### config.mk
export PLATFORM = sky130hd
export DESIGN_NAME = dpwm_modulator
export DESIGN_NICKNAME = d
export VERILOG_FILES = /design/src/rtl/dpwm_pkg.sv /design/src/rtl/dpwm_carrier.sv /design/src/rtl/dpwm_ref_scaler.sv /design/src/rtl/dpwm_deadband.sv /design/src/rtl/dpwm_modulator.sv
export SDC_FILE = /design/constraint.sdc
export NUM_CORES = 2
export LEC_CHECK = 0
export BUFFER_PORTS_ARGS = -buffer_cell sky130_fd_sc_hd__buf_2
export CAP_MARGIN = 20
export CORE_ASPECT_RATIO = 2
export CORE_UTILIZATION = 58
export CTS_BUF_LIST = sky130_fd_sc_hd__clkbuf_16
export CTS_CLUSTER_SIZE = 10
export DETAILED_ROUTE_END_ITERATION = 6
export PLACE_DENSITY = 0.77
export SLEW_MARGIN = 20
export SYNTH_ARGS = -nofsm -noshare
export SYNTH_HDL_FRONTEND = slang
export SYNTH_SLANG_ARGS = --single-unit
### constraint.sdc
create_clock -name clk -period 109.3 [get_ports clk]
set_input_delay 21.86 -clock clk [delete_from_list [all_inputs] [get_ports clk]]
set_output_delay 21.86 -clock clk [all_outputs]
set_load 0.02 [all_outputs]
### src/rtl/dpwm_pkg.sv
package dpwm_pkg;
  typedef enum logic {
    CNT_UP = 1'b0,
    CNT_DN = 1'b1
  } cdir_t;
endpackage

### src/rtl/dpwm_carrier.sv
module dpwm_carrier
  import dpwm_pkg::*;
#(
  parameter int CNT_W = 12
) (
  input  logic             clk,
  input  logic             rst,
  input  logic             en,
  input  logic [CNT_W-1:0] peak,
  output logic [CNT_W-1:0] cnt,
  output logic             evt
);
  cdir_t dir;

  always_ff @(posedge clk) begin
    if (rst || !en) begin
      cnt <= '0;
      dir <= CNT_UP;
    end else begin
      case (dir)
        CNT_UP: begin
          if (cnt >= peak) begin
            dir <= CNT_DN;
            cnt <= cnt - CNT_W'(1);
          end else begin
            cnt <= cnt + CNT_W'(1);
          end
        end
        default: begin
          if (cnt == '0) begin
            dir <= CNT_UP;
            cnt <= CNT_W'(1);
          end else begin
            cnt <= cnt - CNT_W'(1);
          end
        end
      endcase
    end
  end

  assign evt = (cnt == '0) || (cnt == peak);
endmodule

### src/rtl/dpwm_ref_scaler.sv
module dpwm_ref_scaler #(
  parameter int REF_W   = 12,
  parameter int DC_W    = 12,
  parameter int CNT_W   = 12,
  parameter int VDC_MIN = 64
) (
  input  logic                    clk,
  input  logic                    rst,
  input  logic signed [REF_W-1:0] ref_in,
  input  logic [DC_W-1:0]         vdc_ref,
  input  logic [DC_W-1:0]         vdc_meas,
  input  logic [CNT_W-1:0]        peak,
  output logic [CNT_W-1:0]        shadow
);
  localparam int PW    = REF_W + DC_W + 1;
  localparam int MW    = PW + CNT_W + 1;
  localparam int HALFI = 1 << (REF_W - 1);

  logic                 use_gain;
  logic signed [PW-1:0] refx, vrx, den, prod, quot, scaled, offs;
  logic signed [MW-1:0] offx, pkx, wide, mapped;
  logic [CNT_W-1:0]     clamped;

  assign use_gain = (vdc_meas >= DC_W'(VDC_MIN));
  assign refx     = {{(PW-REF_W){ref_in[REF_W-1]}}, ref_in};
  assign vrx      = $signed({{(PW-DC_W){1'b0}}, vdc_ref});
  assign den      = use_gain ? $signed({{(PW-DC_W){1'b0}}, vdc_meas}) : $signed(PW'(1));
  assign prod     = refx * vrx;
  assign quot     = prod / den;
  assign scaled   = use_gain ? quot : refx;
  assign offs     = scaled + $signed(PW'(HALFI));
  assign offx     = {{(MW-PW){offs[PW-1]}}, offs};
  assign pkx      = $signed({{(MW-CNT_W){1'b0}}, peak});
  assign wide     = offx * pkx;
  assign mapped   = wide >>> REF_W;

  always_comb begin
    if (mapped < 0)        clamped = '0;
    else if (mapped > pkx) clamped = peak;
    else                   clamped = mapped[CNT_W-1:0];
  end

  always_ff @(posedge clk) begin
    if (rst) shadow <= '0;
    else     shadow <= clamped;
  end
endmodule

### src/rtl/dpwm_deadband.sv
module dpwm_deadband #(
  parameter int DT_W = 8
) (
  input  logic            clk,
  input  logic            rst,
  input  logic            en,
  input  logic [DT_W-1:0] dead_time,
  input  logic            demand,
  output logic            hi,
  output logic            lo
);
  logic            want;
  logic [DT_W-1:0] timer;

  always_ff @(posedge clk) begin
    if (rst || !en) begin
      want  <= 1'b0;
      timer <= '0;
      hi    <= 1'b0;
      lo    <= 1'b0;
    end else if (demand != want) begin
      want  <= demand;
      timer <= dead_time;
      hi    <= 1'b0;
      lo    <= 1'b0;
    end else if (timer != '0) begin
      timer <= timer - DT_W'(1);
      hi    <= 1'b0;
      lo    <= 1'b0;
    end else begin
      hi <= want;
      lo <= !want;
    end
  end
endmodule

### src/rtl/dpwm_modulator.sv
module dpwm_modulator #(
  parameter int PH      = 3,
  parameter int REF_W   = 12,
  parameter int DC_W    = 12,
  parameter int CNT_W   = 12,
  parameter int DT_W    = 8,
  parameter int VDC_MIN = 64
) (
  input  logic                  clk,
  input  logic                  rst,
  input  logic                  en,
  input  logic [CNT_W-1:0]      half_period,
  input  logic [DT_W-1:0]       dead_time,
  input  logic [DC_W-1:0]       vdc_ref,
  input  logic [DC_W-1:0]       vdc_meas,
  input  logic [PH*REF_W-1:0]   vref,
  output logic [PH-1:0]         gate_hi,
  output logic [PH-1:0]         gate_lo,
  output logic                  sample_stb,
  output logic [CNT_W-1:0]      carrier
);
  logic [CNT_W-1:0] peak;
  logic             evt;

  assign peak = (half_period == '0) ? CNT_W'(1) : half_period;

  dpwm_carrier #(.CNT_W(CNT_W)) u_car (
    .clk(clk), .rst(rst), .en(en), .peak(peak), .cnt(carrier), .evt(evt)
  );

  assign sample_stb = en && !rst && evt;

  for (genvar k = 0; k < PH; k++) begin : g_leg
    logic [CNT_W-1:0] shadow;
    logic [CNT_W-1:0] active;
    logic             demand;

    dpwm_ref_scaler #(
      .REF_W(REF_W), .DC_W(DC_W), .CNT_W(CNT_W), .VDC_MIN(VDC_MIN)
    ) u_scl (
      .clk(clk), .rst(rst),
      .ref_in($signed(vref[k*REF_W +: REF_W])),
      .vdc_ref(vdc_ref), .vdc_meas(vdc_meas), .peak(peak),
      .shadow(shadow)
    );

    always_ff @(posedge clk) begin
      if (rst || !en)  active <= '0;
      else if (evt)    active <= shadow;
    end

    assign demand = (active > carrier);

    dpwm_deadband #(.DT_W(DT_W)) u_db (
      .clk(clk), .rst(rst), .en(en), .dead_time(dead_time),
      .demand(demand), .hi(gate_hi[k]), .lo(gate_lo[k])
    );
  end
endmodule

**Word level (Yosys, flattened, before mapping)**

Index checks and enable logic that the tools add are counted.

- Register bits after elaboration: 118
- Bits of input ports: 83
- Output and inout port bits: 19
- Word-level logic and storage cells: 95

- Add/sub/neg operators: 8
- $mul: 6
- Div/mod/pow operators: 3
- Magnitude comparators: 11
- Equality and inequality tests: 4
- Mux-type cells: 20
- Reduce and logical (&&, ||, !) cells: 23

Operators by type and width:

| cell | number |
|---|---|
| multiplier 25 x 13 -> 38 bit | 3 |
| 2-to-1 mux 12 bit | 8 |
| > comparator 26 x 13 -> 1 bit | 3 |
| < comparator 26 x 1 -> 1 bit, second input constant | 3 |
| adder 25 x 13 -> 25 bit, second input constant | 3 |
| divider 25 x 25 -> 25 bit | 3 |
| multiplier 12 x 13 -> 25 bit | 3 |
| 2-to-1 mux 25 bit | 3 |
| 2-to-1 mux 8 bit | 6 |
| > comparator 12 bit | 3 |
| zero test 12 bit | 2 |
| nonzero test 8 bit | 3 |
| subtractor 8 x 1 -> 8 bit, second input constant | 3 |
| adder 12 x 1 -> 12 bit, second input constant | 1 |
| equality test 12 bit | 1 |
| >= comparator 12 bit | 1 |
| >= comparator 12 x 7 -> 1 bit, second input constant | 1 |
| subtractor 12 x 1 -> 12 bit, second input constant | 1 |
| OR reduction 3 bit | 3 |
| nonzero test 2 bit | 3 |
| OR reduction 2 bit | 3 |
| zero test 1 bit | 5 |
| 2-to-1 mux 1 bit | 3 |
| != test 1 bit | 3 |
| other kinds (2) | 4 |

**Longest topological paths before layout**

- Depth in word-level cells: 8
- Gate-level depth with buffers: 444
- Mapped depth without buffers: 410

**Modules after synthesis**

Synthesis repeated with hierarchy kept, for this count alone.

- Cell total of the unflattened synthesis: 13,174
- Area, all modules: 99,828.2 um^2

By module, submodules not included:

| module | times used | cells each | area an instance (um^2) | seq. area each (um^2) |
|---|---|---|---|---|
| dpwm_ref_scaler at g_leg[1].u_scl | 1 | 4,244 | 31,945.6 | 240.2 |
| dpwm_ref_scaler at g_leg[0].u_scl | 1 | 4,234 | 31,712.9 | 240.2 |
| dpwm_ref_scaler at g_leg[2].u_scl | 1 | 4,126 | 31,043.5 | 240.2 |
| dpwm_modulator | 1 | 238 | 2,165.8 | 720.7 |
| dpwm_deadband | 3 | 56 | 566.8 | 220.2 |
| dpwm_carrier | 1 | 164 | 1,260.0 | 260.2 |

**Least setup slack after synthesis**

No wires, ideal clock.

- Path kind: input port to flip-flop
- Start point: input vdc_ref[1]
- End point: register g_leg[1].u_scl.shadow[4]
- Library setup time: 0.117 ns
- Data arrival time: 103.423 ns
- Required time: 109.183 ns
- Setup slack: 5.760 ns
- Stages on the path: 423
- Path buffers: 38
- Path through: clkbuf_1 > clkbuf_1 > nand2_1 > fa_1 > fa_1 > inv_1 > fa_1 > fa_1 > inv_1 > fa_1 > inv_1 > ha_1 > clkbuf_1 > nor3b_1 > a211oi_1 > o31a_1 > xor2_1 > nand4_1 > (+387 left out) > fa_1 > inv_1 > ha_1 > and2_1 > a31oi_1 > o21ai_0 > o21a_1 > nor2_1 > xnor2_1 > ha_1 > nand4_1 > o32ai_1 > nand3_1 > nor3_1 > o2111a_2 > buf_6 > mux2i_1 > nor2_1

- Cells in the longest elaborated chain, start to end: 7
- Elaborated cells on any way between the ends: 9
- Classes of those cells: add/sub (1); mul (2); div (1); order compare (2); mux (2); reduce/logical (1)

RTL lines:

| item | line | source |
|---|---|---|
| start, declared | dpwm_modulator.sv:14 | `input logic [DC_W-1:0] vdc_ref,` |
| multiplier 12 x 13 -> 25 bit (*) | dpwm_ref_scaler.sv:28 | `assign prod = refx * vrx;` |
| divider 25 x 25 -> 25 bit (*) | dpwm_ref_scaler.sv:29 | `assign quot = prod / den;` |
| 2-to-1 mux 25 bit (*) | dpwm_ref_scaler.sv:30 | `assign scaled = use_gain ? quot : refx;` |
| adder 25 x 13 -> 25 bit (*) | dpwm_ref_scaler.sv:31 | `assign offs = scaled + $signed(PW'(HALFI));` |
| multiplier 25 x 13 -> 38 bit (*) | dpwm_ref_scaler.sv:34 | `assign wide = offx * pkx;` |
| > comparator 26 x 13 -> 1 bit or < comparator 26 x 1 -> 1 bit (tied branches) | dpwm_ref_scaler.sv:39, dpwm_ref_scaler.sv:38 |  |
| 2-to-1 mux 12 bit or OR reduction 2 bit (tied branches) | n/a |  |
| end signal, assigned | dpwm_ref_scaler.sv:45 | `else shadow <= clamped;` |
| end, declared | dpwm_ref_scaler.sv:13 | `output logic [CNT_W-1:0] shadow` |

Mark *: on every way between the ends. The rest lies on a longest branch, timed or not.
A chain may end at the register's enable or synchronous reset.

**Final worst setup path**

- Start point: input vdc_ref[0]
- End point: register g_leg[0].u_scl.shadow[0]

- Cells in the longest elaborated chain, start to end: 7
- Elaborated cells on any way between the ends: 9
- Classes of those cells: add/sub (1); mul (2); div (1); order compare (2); mux (2); reduce/logical (1)

RTL lines:

| item | line |
|---|---|
| multiplier 12 x 13 -> 25 bit (*) | dpwm_ref_scaler.sv:28 |
| divider 25 x 25 -> 25 bit (*) | dpwm_ref_scaler.sv:29 |
| 2-to-1 mux 25 bit (*) | dpwm_ref_scaler.sv:30 |
| adder 25 x 13 -> 25 bit (*) | dpwm_ref_scaler.sv:31 |
| multiplier 25 x 13 -> 38 bit (*) | dpwm_ref_scaler.sv:34 |
| > comparator 26 x 13 -> 1 bit or < comparator 26 x 1 -> 1 bit (tied branches) | dpwm_ref_scaler.sv:39, dpwm_ref_scaler.sv:38 |
| 2-to-1 mux 12 bit or OR reduction 2 bit (tied branches) | n/a |
| end signal, assigned | dpwm_ref_scaler.sv:45 |
| end, declared | dpwm_ref_scaler.sv:13 |

Marks and branches as above.

==> flow_metrics.py <==
metrics = {
    "run_status": {
        "status": "finished with violations",
        "violations": "design-rule violations",
    },
    "yosys": {
        "synth_cell_types": 143,
        "syn-num-nets": 15400,
        "synth.top_cell.area_share_pct": 22.3,
        "yosys-top-cells-area": "fa_1, ha_1, inv_1, nand2_1, and2_1",
        "yosys.area_share.simple_pct": 22.9,
        "synth_top_family_by_area": "adder cells",
        "synth-edff-count": 0,
        "synthXorXnorAreaFrac_pct": 4.65,
        "ys_seq_elements": 118,
        "async_flop_share_pct": 0,
        "synth_top_flop_cell": "dfxtp_1",
        "ys_seq_area_share_pct": 2.40,
        "netlist_area_mm2": 0.0983,
        "yosys_warnings": 0,
        "synth_most_common_cell": "inv_1",
        "yosys.area_share.adder_pct": 38.6,
        "synth_cells": 12900,
        "muxShareOfSynthArea_pct": 2.77,
        "ys_top_cells_by_count": "inv_1, nand2_1, ha_1, fa_1, nor2_1",
        "synth_top_area_cell": "fa_1",
        "synth_compound_area_share_pct": 19.8,
        "avgSynthCellArea_um2": 7.60,
    },
    "sta": {
        "slew_violations": 0,
        "skew_ps": 15.4,
        "finalSetupViolCount": 0,
        "tightest_slew_ps": 1370,
        "fin_hold_ws_ps": 433,
        "timing.final.crit_share_pct": 96.0,
        "hold_viol": 0,
        "slew_headroom_pct": 7.86,
        "fmax_ghz": 0.00953,
        "period_needed_ps": 104880,
    },
    "grt": {
        "grt_max_degree": 81,
        "grt_pass1_vias": 103000,
        "grt_pass1_wl_mm": 556,
        "antenna_found_initial": 29,
        "grt_overflow": 0,
        "grt.total_usage_pct": 41.7,
    },
    "detailed_routing": {
        "drc": 1,
        "drt_iter0_drc": 6022,
        "via_per_inst": 6.44,
        "wl_per_cell_um": 23.7,
        "first_pass_iters": 7,
        "num_vias": 98500,
        "detail-route-antenna-nets": 0,
        "routed_wirelength_mm": 362,
    },
    "worst_setup_path": {
        "critPathMaxStageDelay_ps": 660,
        "cp-startpoint": "vdc_ref[0]",
        "critPathKind": "input pin to flop",
        "worstPathMaxFanout": 20,
        "cp_common_cell": "o21a_1",
        "crit_slowest_cell": "or4_4",
        "r2r-end": "g_leg[2].u_db.timer[0]",
        "start_kind": "input pin",
        "cp.required_ps": 109690,
        "ff2ff_setup_slack_ps": 104670,
        "endpoint": "g_leg[0].u_scl.shadow[0]",
        "r2r-start": "u_car.cnt[5]",
        "rr_worst_depth": 11,
        "arrival_ps": 105270,
        "critPathCaptureType": "flop",
    },
    "die": {
        "num_io_pins": 102,
        "row_count": 213,
        "initial_core_util_pct": 58.4,
        "die_x_um": 293,
        "core_area_mm2": 0.168,
        "die_area_mm2": 0.171,
        "die_h_um": 584,
    },
    "cells_and_area": {
        "areaGrowthSynthToFinish_pct": 7.04,
        "fillers": 15200,
        "drive_gt1_share_pct": 9.22,
        "layout.nets": 15500,
        "regArea_mm2": 0.00236,
        "multi_input_area_mm2": 0.0887,
        "utilization_pct": 62.5,
    },
    "cts": {
        "cts_buffers": 25,
        "cts.sink_count": 118,
        "cts.clk_slew.worst_paths_ps": 50,
        "htree_levels": 4,
        "cts_tree": "built",
        "clk_latency_ps": 490,
        "cts.path.max_buffers": 3,
        "cts_root_buf": "clkbuf_16",
    },
    "job": {
        "cap_violations": 0,
    },
    "min_path": {
        "hp-class": "flop to flop",
    },
    "placement": {
        "dp_hpwl_mm": 293,
        "portBuffers": 101,
        "gp_congestion": 1.12,
    },
}
per-layer routing:
layer | GRT usage (%) | routed length (um) | share of wire [%] | vias up
met5 | 0 | 127 | 0.035 | -
met4 | 43.2 | 44300 | 12 | 18
met3 | 9.10 | 25200 | 7.0 | 2224
met2 | 74.6 | 179000 | 49 | 4337
met1 | 37.7 | 114000 | 31 | 47500
li1 | - | - | - | 44400
sequential cells by signal (all words and copies together), names as in the netlist:
| register | cells |
|---|---|
| u_car.dir | 1 |
| u_car.cnt | 12 |
| g_leg.active | 36 |
| g_leg.u_db.want | 3 |
| g_leg.u_db.timer | 24 |
| g_leg.u_db.hi | 3 |
| g_leg.u_db.lo | 3 |
| g_leg.u_scl.shadow | 36 |
worst min-delay path by stage:
stage                     slack (ps)                      from                  to  depth (start not counted)
after floorplan                  420  g_leg[0].u_scl.shadow[0]  g_leg[0].active[0]                          2
after global placement           430  g_leg[1].u_scl.shadow[7]  g_leg[1].active[7]                          2
after detailed placement         430  g_leg[2].u_scl.shadow[3]  g_leg[2].active[3]                          2
after CTS                        430  g_leg[1].u_scl.shadow[7]  g_leg[1].active[7]                          2
after global routing             450  g_leg[1].u_scl.shadow[7]  g_leg[1].active[7]                          2
final                            430  g_leg[1].u_scl.shadow[7]  g_leg[1].active[7]                          2
worst max-delay path, delay by kind of cell:
| family | cells | cell delay (ps) |
|---|---|---|
| compound gates | 210 | 42910 |
| simple gates | 115 | 21330 |
| fa+ha+maj | 38 | 14120 |
| buf+inv | 26 | 3590 |
| xor+xnor | 3 | 680 |
| mux | 2 | 640 |
cell families after synthesis:
group,count (synthesis)
and+or+nand+nor,4587
AOI/OAI and AO/OA,2832
adders and majority gates,2378
DFF,118
buffers and inverters,2253
muxes,252
xor gates and xnor gates,518
cell type report:
class                   count  area share [%]
repair buffers            551            3.83
diodes                     27          0.0642
inverters                1751            6.25
flip-flops and latches    118            2.24
well taps                2257            2.68
multi-input cells       10600            84.3
clock buffers              25           0.594
clock inverters             4          0.0155
metrics by stage:
step / std cells / setup TNS [ps] / setup WS (ps) / area [um2]
final: 15300 / 0 / 4420 / 105000
after detailed placement: 15200 / -25630 / -2180 / 103000
after global placement: 15200 / -8270 / -710 / 103000
after CTS: 15200 / 0 / 56.3 / 103000
after floorplan: 12900 / 0 / 5760 / 98300
after global routing: 15300 / -5150 / -236 / 105000
cell usage in the layout, fill, tap and decap left out, drive strengths merged, types with 241 or more instances in the layout:
master and n:
a21oi 637, inv 1744, nor3 545, nor2 860, xnor2 359, o21ai 455
fa 1096, o31ai 241, ha 1282, buf 543, and2 601, nand2 1458
o21a 482
what timing repair did:
action,4_1_cts,5_1_grt
pin swaps,0,23
hold buffers,0,0
setup endpoints to repair,12,36
gates resized for setup,19,289
setup buffers,0,48
cloned,0,4
Power is left out: the tool's default activity adds up to more than one toggle a clock period on the data nets, which glitch-free logic cannot reach.
